**config.mk**
```make
export PLATFORM = sky130hd
export DESIGN_NAME = irq_hub
export DESIGN_NICKNAME = d
export VERILOG_FILES = /design/src/rtl/irq_hub_pkg.sv /design/src/rtl/irq_gateway.sv /design/src/rtl/irq_cfg_regs.sv /design/src/rtl/irq_arbiter.sv /design/src/rtl/irq_hub.sv
export SDC_FILE = /design/constraint.sdc
export NUM_CORES = 1
export LEC_CHECK = 0
export BUFFER_PORTS_ARGS = -buffer_cell sky130_fd_sc_hd__buf_4
export CORE_UTILIZATION = 60
export CTS_BUF_LIST = sky130_fd_sc_hd__clkbuf_4 sky130_fd_sc_hd__clkbuf_8
export CTS_CLUSTER_DIAMETER = 120
export DETAILED_ROUTE_END_ITERATION = 8
export PLACE_DENSITY = 0.77
export SYNTH_ARGS = -nofsm -noshare
export SYNTH_HDL_FRONTEND = slang
export SYNTH_SLANG_ARGS = --single-unit
```
**constraint.sdc**
```tcl
create_clock -name clk -period 51.5 [get_ports clk]
set_input_delay 5.15 -clock clk [delete_from_list [all_inputs] [get_ports clk]]
set_output_delay 5.15 -clock clk [all_outputs]
set_load 0.01 [all_outputs]
```
**src/rtl/irq_hub_pkg.sv**
```systemverilog
package irq_hub_pkg;
  typedef enum logic [1:0] {
    GW_IDLE = 2'd0,
    GW_PEND = 2'd1,
    GW_BUSY = 2'd2
  } gw_state_e;
endpackage

```
**src/rtl/irq_gateway.sv**
```systemverilog
module irq_gateway
  import irq_hub_pkg::*;
(
  input  logic clk,
  input  logic rst,
  input  logic lvl_i,
  input  logic claim_i,
  input  logic done_i,
  output logic pend_o
);
  gw_state_e state_q;

  always_ff @(posedge clk) begin
    if (rst) begin
      state_q <= GW_IDLE;
    end else begin
      unique case (state_q)
        GW_IDLE: if (lvl_i)   state_q <= GW_PEND;
        GW_PEND: if (claim_i) state_q <= GW_BUSY;
        GW_BUSY: if (done_i)  state_q <= GW_IDLE;
        default:              state_q <= GW_IDLE;
      endcase
    end
  end

  assign pend_o = (state_q == GW_PEND);

  // the arbiter only claims a pending source, and the claim retires it
  p_claim_needs_pend_r7: assert property (@(posedge clk) disable iff (rst)
    claim_i |-> pend_o);
  p_claim_clears_r7: assert property (@(posedge clk) disable iff (rst)
    claim_i |=> !pend_o);
  // in service until a completion arrives
  p_busy_holds_r8: assert property (@(posedge clk) disable iff (rst)
    (state_q == GW_BUSY && !done_i) |=> (state_q == GW_BUSY));
endmodule

```
**src/rtl/irq_cfg_regs.sv**
```systemverilog
module irq_cfg_regs #(
  parameter int NUM_SRC = 31,
  parameter int PRIO_W  = 3,
  parameter int ADDR_W  = 6,
  parameter int DATA_W  = 32
) (
  input  logic                             clk,
  input  logic                             rst,
  input  logic                             we_i,
  input  logic [ADDR_W-1:0]                addr_i,
  input  logic [DATA_W-1:0]                wdata_i,
  output logic [NUM_SRC-1:0][PRIO_W-1:0]   prio_o,
  output logic [NUM_SRC-1:0]               en_o,
  output logic [PRIO_W-1:0]                thr_o
);
  localparam logic [ADDR_W-1:0] EN_ADDR  = ADDR_W'(NUM_SRC + 1);
  localparam logic [ADDR_W-1:0] THR_ADDR = ADDR_W'(NUM_SRC + 2);

  for (genvar k = 0; k < NUM_SRC; k++) begin : g_prio
    always_ff @(posedge clk) begin
      if (rst) begin
        prio_o[k] <= '0;
      end else if (we_i && addr_i == ADDR_W'(k + 1)) begin
        prio_o[k] <= wdata_i[PRIO_W-1:0];
      end
    end
  end

  always_ff @(posedge clk) begin
    if (rst) begin
      en_o  <= '0;
      thr_o <= '0;
    end else if (we_i) begin
      if (addr_i == EN_ADDR)  en_o  <= wdata_i[NUM_SRC:1];
      if (addr_i == THR_ADDR) thr_o <= wdata_i[PRIO_W-1:0];
    end
  end

  // a threshold write keeps only its low bits
  p_thr_write_r2: assert property (@(posedge clk) disable iff (rst)
    (we_i && addr_i == THR_ADDR) |=> (thr_o == $past(wdata_i[PRIO_W-1:0])));
endmodule

```
**src/rtl/irq_arbiter.sv**
```systemverilog
module irq_arbiter #(
  parameter int NUM_SRC = 31,
  parameter int PRIO_W  = 3,
  parameter int ID_W    = 5
) (
  input  logic [NUM_SRC-1:0]             pend_i,
  input  logic [NUM_SRC-1:0]             en_i,
  input  logic [NUM_SRC-1:0][PRIO_W-1:0] prio_i,
  input  logic [PRIO_W-1:0]              thr_i,
  output logic [ID_W-1:0]                win_id_o,
  output logic                           any_o
);
  logic [NUM_SRC-1:0] elig;

  for (genvar k = 0; k < NUM_SRC; k++) begin : g_elig
    assign elig[k] = pend_i[k] && en_i[k] && (prio_i[k] > thr_i);
  end

  assign any_o = |elig;

  // Scan from the highest ID down; ">=" lets a lower ID take a tie
  always_comb begin
    logic [PRIO_W-1:0] best_p;
    best_p   = '0;
    win_id_o = '0;
    for (int k = NUM_SRC - 1; k >= 0; k--) begin
      if (elig[k] && prio_i[k] >= best_p) begin
        best_p   = prio_i[k];
        win_id_o = ID_W'(k + 1);
      end
    end
  end
endmodule

```
**src/rtl/irq_hub.sv**
```systemverilog
module irq_hub
  import irq_hub_pkg::*;
#(
  parameter int NUM_SRC = 31,
  parameter int PRIO_W  = 3,
  parameter int ADDR_W  = 6,
  parameter int DATA_W  = 32
) (
  input  logic               clk,
  input  logic               rst,
  input  logic [NUM_SRC-1:0] src_lvl,
  input  logic [ADDR_W-1:0]  bus_addr,
  input  logic               bus_we,
  input  logic               bus_re,
  input  logic [DATA_W-1:0]  bus_wdata,
  output logic [DATA_W-1:0]  bus_rdata,
  output logic               ext_irq
);
  localparam int ID_W = $clog2(NUM_SRC + 1);
  localparam logic [ADDR_W-1:0] EN_ADDR  = ADDR_W'(NUM_SRC + 1);
  localparam logic [ADDR_W-1:0] THR_ADDR = ADDR_W'(NUM_SRC + 2);
  localparam logic [ADDR_W-1:0] CLM_ADDR = ADDR_W'(NUM_SRC + 3);

  logic [NUM_SRC-1:0][PRIO_W-1:0] prio_w;
  logic [NUM_SRC-1:0]             en_w;
  logic [PRIO_W-1:0]              thr_w;
  logic [NUM_SRC-1:0]             pend_w;
  logic [NUM_SRC-1:0]             claim_v;
  logic [NUM_SRC-1:0]             done_v;
  logic [ID_W-1:0]                win_id;
  logic                           any_w;
  logic                           claim_hit;
  logic                           done_hit;
  logic [DATA_W-1:0]              rd_val;
  logic [PRIO_W-1:0]              win_prio;

  irq_cfg_regs #(
    .NUM_SRC(NUM_SRC), .PRIO_W(PRIO_W), .ADDR_W(ADDR_W), .DATA_W(DATA_W)
  ) i_cfg (
    .clk(clk), .rst(rst), .we_i(bus_we), .addr_i(bus_addr),
    .wdata_i(bus_wdata), .prio_o(prio_w), .en_o(en_w), .thr_o(thr_w)
  );

  assign claim_hit = bus_re && (bus_addr == CLM_ADDR);
  assign done_hit  = bus_we && (bus_addr == CLM_ADDR);

  for (genvar k = 0; k < NUM_SRC; k++) begin : g_src
    assign claim_v[k] = claim_hit && (win_id == ID_W'(k + 1));
    assign done_v[k]  = done_hit && en_w[k] && (bus_wdata == DATA_W'(k + 1));

    irq_gateway i_gw (
      .clk(clk), .rst(rst), .lvl_i(src_lvl[k]),
      .claim_i(claim_v[k]), .done_i(done_v[k]), .pend_o(pend_w[k])
    );
  end

  irq_arbiter #(
    .NUM_SRC(NUM_SRC), .PRIO_W(PRIO_W), .ID_W(ID_W)
  ) i_arb (
    .pend_i(pend_w), .en_i(en_w), .prio_i(prio_w), .thr_i(thr_w),
    .win_id_o(win_id), .any_o(any_w)
  );

  assign ext_irq = any_w;

  always_comb begin
    rd_val = '0;
    for (int k = 0; k < NUM_SRC; k++) begin
      if (bus_addr == ADDR_W'(k + 1)) rd_val = DATA_W'(prio_w[k]);
    end
    if (bus_addr == EN_ADDR)  rd_val = DATA_W'({en_w, 1'b0});
    if (bus_addr == THR_ADDR) rd_val = DATA_W'(thr_w);
    if (bus_addr == CLM_ADDR) rd_val = DATA_W'(win_id);
  end

  always_ff @(posedge clk) begin
    if (rst) begin
      bus_rdata <= '0;
    end else if (bus_re) begin
      bus_rdata <= rd_val;
    end
  end

  always_comb begin
    win_prio = '0;
    for (int k = 0; k < NUM_SRC; k++) begin
      if (win_id == ID_W'(k + 1)) win_prio = prio_w[k];
    end
  end

  // a winner always sits above the threshold
  p_win_above_thr_r5: assert property (@(posedge clk) disable iff (rst)
    (win_id != '0) |-> (win_prio > thr_w));
  // request line agrees with what a claim would return
  p_irq_vs_claim_r11: assert property (@(posedge clk) disable iff (rst)
    ext_irq == (win_id != '0));
  // a claim read hands out the winner one cycle later
  p_claim_data_r7: assert property (@(posedge clk) disable iff (rst)
    claim_hit |=> (bus_rdata == DATA_W'($past(win_id))));
endmodule

```
Word level (Yosys, flattened, before mapping)
Cells that the tools add are included.
Storage, ports and cells
  register bits after elaboration: 221
  output and inout port bits: 33
Operators by class
  order comparisons: 62
  eq/ne operators: 251
  multiplexer cells: 219
  reductions and logical operators: 284
Operator list (number)
  $mux 32: 33
  $eq 32x5->1 const B: 16
  $eq 32x4->1 const B: 8
  $logic_and 1x1->1: 219
  $mux 2: 93
  $pmux 2 s3: 31
  $mux 5: 31
  $eq 32x3->1 const B: 4
  $ne 2x1->1 const B: 62
  $eq 6x5->1 const B: 16
  $gt 3x3->1: 31
  $mux 3: 31
  $reduce_and 3->1: 31
  $ge 3x3->1: 30
  $eq 5x5->1 const B: 16
  $eq 32x2->1 const B: 2
  $eq 2x1->1 const B: 31
  $eq 2x2->1 const B: 31
  $logic_not 2->1: 31
  $ne 2x2->1 const B: 31
  $eq 6x4->1 const B: 8
  $eq 5x4->1 const B: 8
  $eq 32x1->1 const B: 1
  $reduce_or 31->1: 1
  9 further kinds: 20

Depth between registers and ports, before layout
  word-level depth: 99
  gate-level depth with buffers: 207
  gate-level depth less buffers: 202

Cells and area by module
Synthesis repeated with hierarchy kept, for this count alone.
Unflattened totals
  cells, all modules: 2240
  area total of the unflattened synthesis: 18250.0 sq um
By module, submodules not included
  irq_arbiter: times used 1, cells an instance 1024, area an instance 7119.3 sq um
  irq_cfg_regs: times used 1, cells an instance 499, area an instance 5320.1 sq um
  irq_hub: times used 1, cells an instance 438, area an instance 3095.5 sq um
  irq_gateway: times used 31, cells an instance 9, area an instance 87.6 sq um

Least setup slack after synthesis
Ideal clock, no wire load.
  path kind: flip-flop to flip-flop
  start point: register i_cfg.thr_o[1]
  end point: register g_src[17].i_gw.state_q[0]
  setup time: 0.130 ns
  data arrival time: 40.826 ns
  required time: 51.370 ns
  slack: 10.544 ns
  cell stages (with the launch flop): 203
  buffers on the path: 4
  clock period less this slack: 40.956 ns
  path through: dfxtp_1 inv_1 ha_1 and3b_1 o211ai_1 or2_2 nor2_1 ha_1 nand2b_1 a31oi_1 or3_1 buf_2 o21ai_0 ha_1 nand2b_1 maj3_1 maj3_1 or2_2 [... 167 more ...] ha_1 nand2b_1 a21oi_1 nor2b_1 o21ai_1 nand3_1 o21ai_0 a31oi_1 ha_1 nand2b_1 a21oi_1 nor2b_1 o21ai_1 and2_1 nand4_1 nor4_2 a31oi_1 nor3b_1
On the way
  longest elaborated chain between the ends: 98
  elaborated cells between the ends (all ways): 188
  classes of those cells: 61 x order compare; 2 x eq/ne; 61 x mux; 64 x reduce/logical
Ends and longest elaborated chain
  start: declaration: RTL line irq_cfg_regs.sv:14  | output logic [PRIO_W-1:0] thr_o
  start signal: assignment: RTL line irq_cfg_regs.sv:35  | if (addr_i == THR_ADDR) thr_o <= wdata_i[PRIO_W-1:0];
  $gt 3x3->1: RTL line irq_arbiter.sv:16  | assign elig[k] = pend_i[k] && en_i[k] && (prio_i[k] > thr_i);
  $logic_and 1x1->1: RTL line irq_arbiter.sv:16
  $logic_and 1x1->1: RTL line irq_arbiter.sv:27  | if (elig[k] && prio_i[k] >= best_p) begin
  $mux 3: RTL line irq_arbiter.sv:27
  $ge 3x3->1: RTL line irq_arbiter.sv:27
  $logic_and 1x1->1: RTL line irq_arbiter.sv:27
  $mux 3: RTL line irq_arbiter.sv:27
  $ge 3x3->1: RTL line irq_arbiter.sv:27
  [... 82 more ...]
  $mux 3: RTL line irq_arbiter.sv:27
  $ge 3x3->1: RTL line irq_arbiter.sv:27
  $logic_and 1x1->1: RTL line irq_arbiter.sv:27
  $mux 5 *: RTL line irq_arbiter.sv:27
  $eq 5x5->1 *
  $logic_and 1x1->1 *: RTL line irq_hub.sv:48  | assign claim_v[k] = claim_hit && (win_id == ID_W'(k + 1));
  $ne 2x1->1 (no line) *
  $reduce_and 3->1 (no line) *
  end signal: assignment: RTL line irq_gateway.sv:19  | GW_PEND: if (claim_i) state_q <= GW_BUSY;
  end signal: assignment: RTL line irq_gateway.sv:20  | GW_BUSY: if (done_i) state_q <= GW_IDLE;
  end signal: assignment: RTL line irq_gateway.sv:21  | default: state_q <= GW_IDLE;
  end: declaration: RTL line irq_gateway.sv:11  | gw_state_e state_q;
Mark *: on every way between the ends. The rest lies on a longest branch, timed or not.
A chain may end at the register's enable or synchronous reset.

Worst setup path after layout
  start point: register i_cfg.thr_o[1]
  end point: register g_src[7].i_gw.state_q[0]
On the way
  longest elaborated chain between the ends: 98
  elaborated cells between the ends (all ways): 188
  classes of those cells: 61 x order compare; 2 x eq/ne; 61 x mux; 64 x reduce/logical
Ends and longest elaborated chain (RTL line)
  $gt 3x3->1: irq_arbiter.sv:16
  $logic_and 1x1->1: irq_arbiter.sv:16
  $logic_and 1x1->1: irq_arbiter.sv:27
  $mux 3: irq_arbiter.sv:27
  $ge 3x3->1: irq_arbiter.sv:27
  $logic_and 1x1->1: irq_arbiter.sv:27
  $mux 3: irq_arbiter.sv:27
  $ge 3x3->1: irq_arbiter.sv:27
  [... 82 more ...]
  $mux 3: irq_arbiter.sv:27
  $ge 3x3->1: irq_arbiter.sv:27
  $logic_and 1x1->1: irq_arbiter.sv:27
  $mux 5 *: irq_arbiter.sv:27
  $eq 5x4->1 *
  $logic_and 1x1->1 *: irq_hub.sv:48
  $ne 2x1->1 (no line) *
  $reduce_and 3->1 (no line) *
  end signal: assignment: irq_gateway.sv:19
  end signal: assignment: irq_gateway.sv:20
  end signal: assignment: irq_gateway.sv:21
  end: declaration: irq_gateway.sv:11
Marks and branches as above.

==> reports/metrics.yaml <==
yosys:
  yosys.area_share.simple: 0.280
  synth-compound-area-share: 0.249
  synth_area_leader_cell: "dfxtp_1"
  synthDistinctLibCells: 87
  yosys.area_share.adder: 0.114
  ys_ff_latch: 221
  synth-xor-area-share: 0
  synth_top_family_by_area: "simple AND/OR/NAND/NOR gates"
  ys.flop_type: "dfxtp_1"
  syn_inst: 2214
  async_flop_share: 0
  synthMuxAreaShare: 0.0368
  yosys-top-cells-area: "dfxtp_1 27%, ha_1 10%, a21oi_1 8.3%"
  seq_area_frac_synth: 0.271
  synth_top_area_share: 0.271
  synth_fp_nets: 2421
  yosys_warnings: 0
  synthesis.area_um2: 16300
  ys_top_cells_by_count: "308 x nand2_1, 271 x a21oi_1, 221 x dfxtp_1"
  synth_edf_count: 0
  syn_avg_cell_area_um2: 7.38
  synth_most_common_cell: "nand2_1"
power:
  p_per_area_nw_per_um2: 21.4
  p_leak_nw: 6.75
  ir_drop_uv: 24.4
cts:
  clk_latency_ps: 580
  clk_pin_slew_ps: 60
  post-cts-setup-buffer-count: 0
  htreeDepth: 2
  cts_buffers: 40
  cts_hold_buf: 0
  cts_root_buffer: "clkbuf_8"
  cts_buffer_depth: 3
  cts_sinks: 221
  cts_resized: 0
  cts_tree: "done"
die:
  start_util: 0.610
  dieArea_um2: 27900
  fp.dieW_um: 167
  core_area_um2: 26800
  die_h_um: 167
  ios: 106
  fp-row-count: 60
sta:
  hold_violations: 0
  final-setup-viol-count: 0
  fmax_mhz: 21.9
  drv_slew: 0
  min_period_over_period: 0.886
  period_needed_ps: 45610
  finClkSkew_ps: 42.5
  max_slew_margin: 0.182
  setup_tns_ps: 0
  grt_setup_unrepaired: "no"
  worst_slew_pin_slew_ps: 1230
critical_path:
  max_stage_delay_ps: 710
  r2r_cells: 199
  cp.arrival_ps: 46080
  crit_path_end_kind: "flip-flop"
  crit_fanout: 31
  reg2reg_from: "i_cfg.thr_o[1]"
  r2r_slack_ps: 5890
  crit_slowest_cell: "or4_1"
  cp_common_cell: "ha_1"
  cp-start-kind: "flip-flop"
  cp_data_required_time_ps: 51970
  cp_top_family: "adder cells"
  cp_num_buf_inv: 3
  critical_path_class: "reg -> reg"
  worstReg2RegEnd: "g_src[7].i_gw.state_q[0]"
drt:
  drcViolationCount: 0
  first_pass_iters: 6
  ant_nets: 0
  wire_per_inst_um: 21.2
  routed_via_density: 6.55
  vias: 17300
  dr.first_iter.drc_count: 1873
  routed_wl_um: 56100
final_layout:
  n_antenna_cell: 0
  fillers: 2373
  drive_gt1_frac: 0.115
  layout.nets: 2476
  area_growth_pct: 11.0
  finalNonFillerCells: 2640
  fin_util: 0.677
worst_hold_path:
  hold_start: "i_cfg.prio_o[54]"
  worstHoldEndpoint: "i_cfg.prio_o[54]"
  hold_path_depth: 2
  hold_class: "reg -> reg"
global_route:
  overflow: 0
  grtUsageTotal: 0.393
  grt_max_degree: 85
  grt_first_pass_wirelength_um: 86600
  antenna_found_initial: 2
  first_global_vias: 15900
place:
  dp.cells: 2568
  io_buffers: 105
  place_hpwl_um: 41000
  place_congestion: 0.949
outcome:
  status: "complete, no violations"
job:
  max-cap-violations: 0
==> worst register-to-register path, delay by kind of cell (launching register included) <==
kind | cells | cell delay, ps
fa+ha+maj | 48 | 14640
simple gates | 70 | 11490
mux | 11 | 4000
flops | 1 | 320
compound gates | 67 | 14460
buf+inv | 3 | 580
==> routing by layer <==
metal	track usage	part of all wire	vias up
li1	-	-	8147
met1	0.529	0.42	8134
met2	0.606	0.43	869
met3	0.0860	0.11	145
met4	0.160	0.038	2
met5	0	0.00023	-
==> sequential cells by signal, summed over array words and instances, names as in the netlist <==
register            flops
bus_rdata              32
g_src.i_gw.state_q     62
i_cfg.en_o             31
i_cfg.prio_o           93
i_cfg.thr_o             3
==> report_power, final <==
part           internal, mW  switching, mW  total, mW
clock network         0.102         0.0801      0.182
logic                0.0102         0.0184     0.0286
registers             0.174        0.00320      0.177
==> through the flow <==
| stage | hold slack, ps | power (mW) | area, um2 | worst slack (ps) |
|---|---|---|---|---|
| floorplan | 423 | 0.197 | 16300 | 10540 |
| global placement | 445 | 0.208 | 17300 | 8110 |
| detailed placement | 447 | 0.208 | 17300 | 6490 |
| CTS | 455 | 0.388 | 18100 | 6340 |
| global route | 477 | 0.399 | 18100 | 2440 |
| finish | 459 | 0.388 | 18100 | 5890 |
==> layout make-up <==
| class | instances | area [um2] | area share |
|---|---|---|---|
| flip-flops and latches | 221 | 4420 | 0.244 |
| clock buffers | 60 | 732 | 0.0403 |
| well taps | 341 | 427 | 0.0235 |
| multi-input cells | 1777 | 11100 | 0.612 |
| repair buffers | 121 | 912 | 0.0503 |
| inverters | 108 | 405 | 0.0223 |
| clock inverters | 12 | 138 | 0.00759 |
==> cells in the final DEF (no fill, tap or decap), types with 11 or more instances in the layout <==
cell,netlist,final
a211oi_1,12,12
a21o_1,30,30
a21oi_1,271,271
a22oi_1,11,11
a31oi_1,23,23
and2_1,36,36
and3_1,38,38
buf_4,0,120
clkbuf_4,0,15
clkbuf_8,0,45
dfxtp_1,221,221
ha_1,134,134
inv_1,108,108
maj3_1,18,18
mux2_2,16,16
mux2i_1,24,24
nand2_1,308,308
nand2b_1,60,60
nand3_1,139,139
nand3b_1,14,14
nand4_1,20,20
nor2_1,152,152
nor2b_1,34,34
nor3_1,31,30
nor4_1,36,36
o211ai_1,16,16
o21a_1,15,15
o21ai_0,140,140
o22ai_1,16,16
==> logic make-up after synthesis <==
kind of cell	count (synthesis)
compound gates	656
fa+ha+maj	152
buf+inv	216
flops	221
mux	48
simple gates	921
==> worst max-delay path by stage <==
stage | start | end | depth (start not counted)
finish | i_cfg.thr_o[1] | g_src[7].i_gw.state_q[0] | 199
global route | i_cfg.thr_o[1] | g_src[7].i_gw.state_q[1] | 200
CTS | i_cfg.thr_o[1] | g_src[7].i_gw.state_q[0] | 199
detailed placement | i_cfg.thr_o[1] | g_src[7].i_gw.state_q[0] | 199
global placement | i_cfg.thr_o[1] | g_src[7].i_gw.state_q[1] | 199
floorplan | i_cfg.thr_o[1] | g_src[17].i_gw.state_q[0] | 202
No activity file was read; power rests on OpenSTA's default activity.
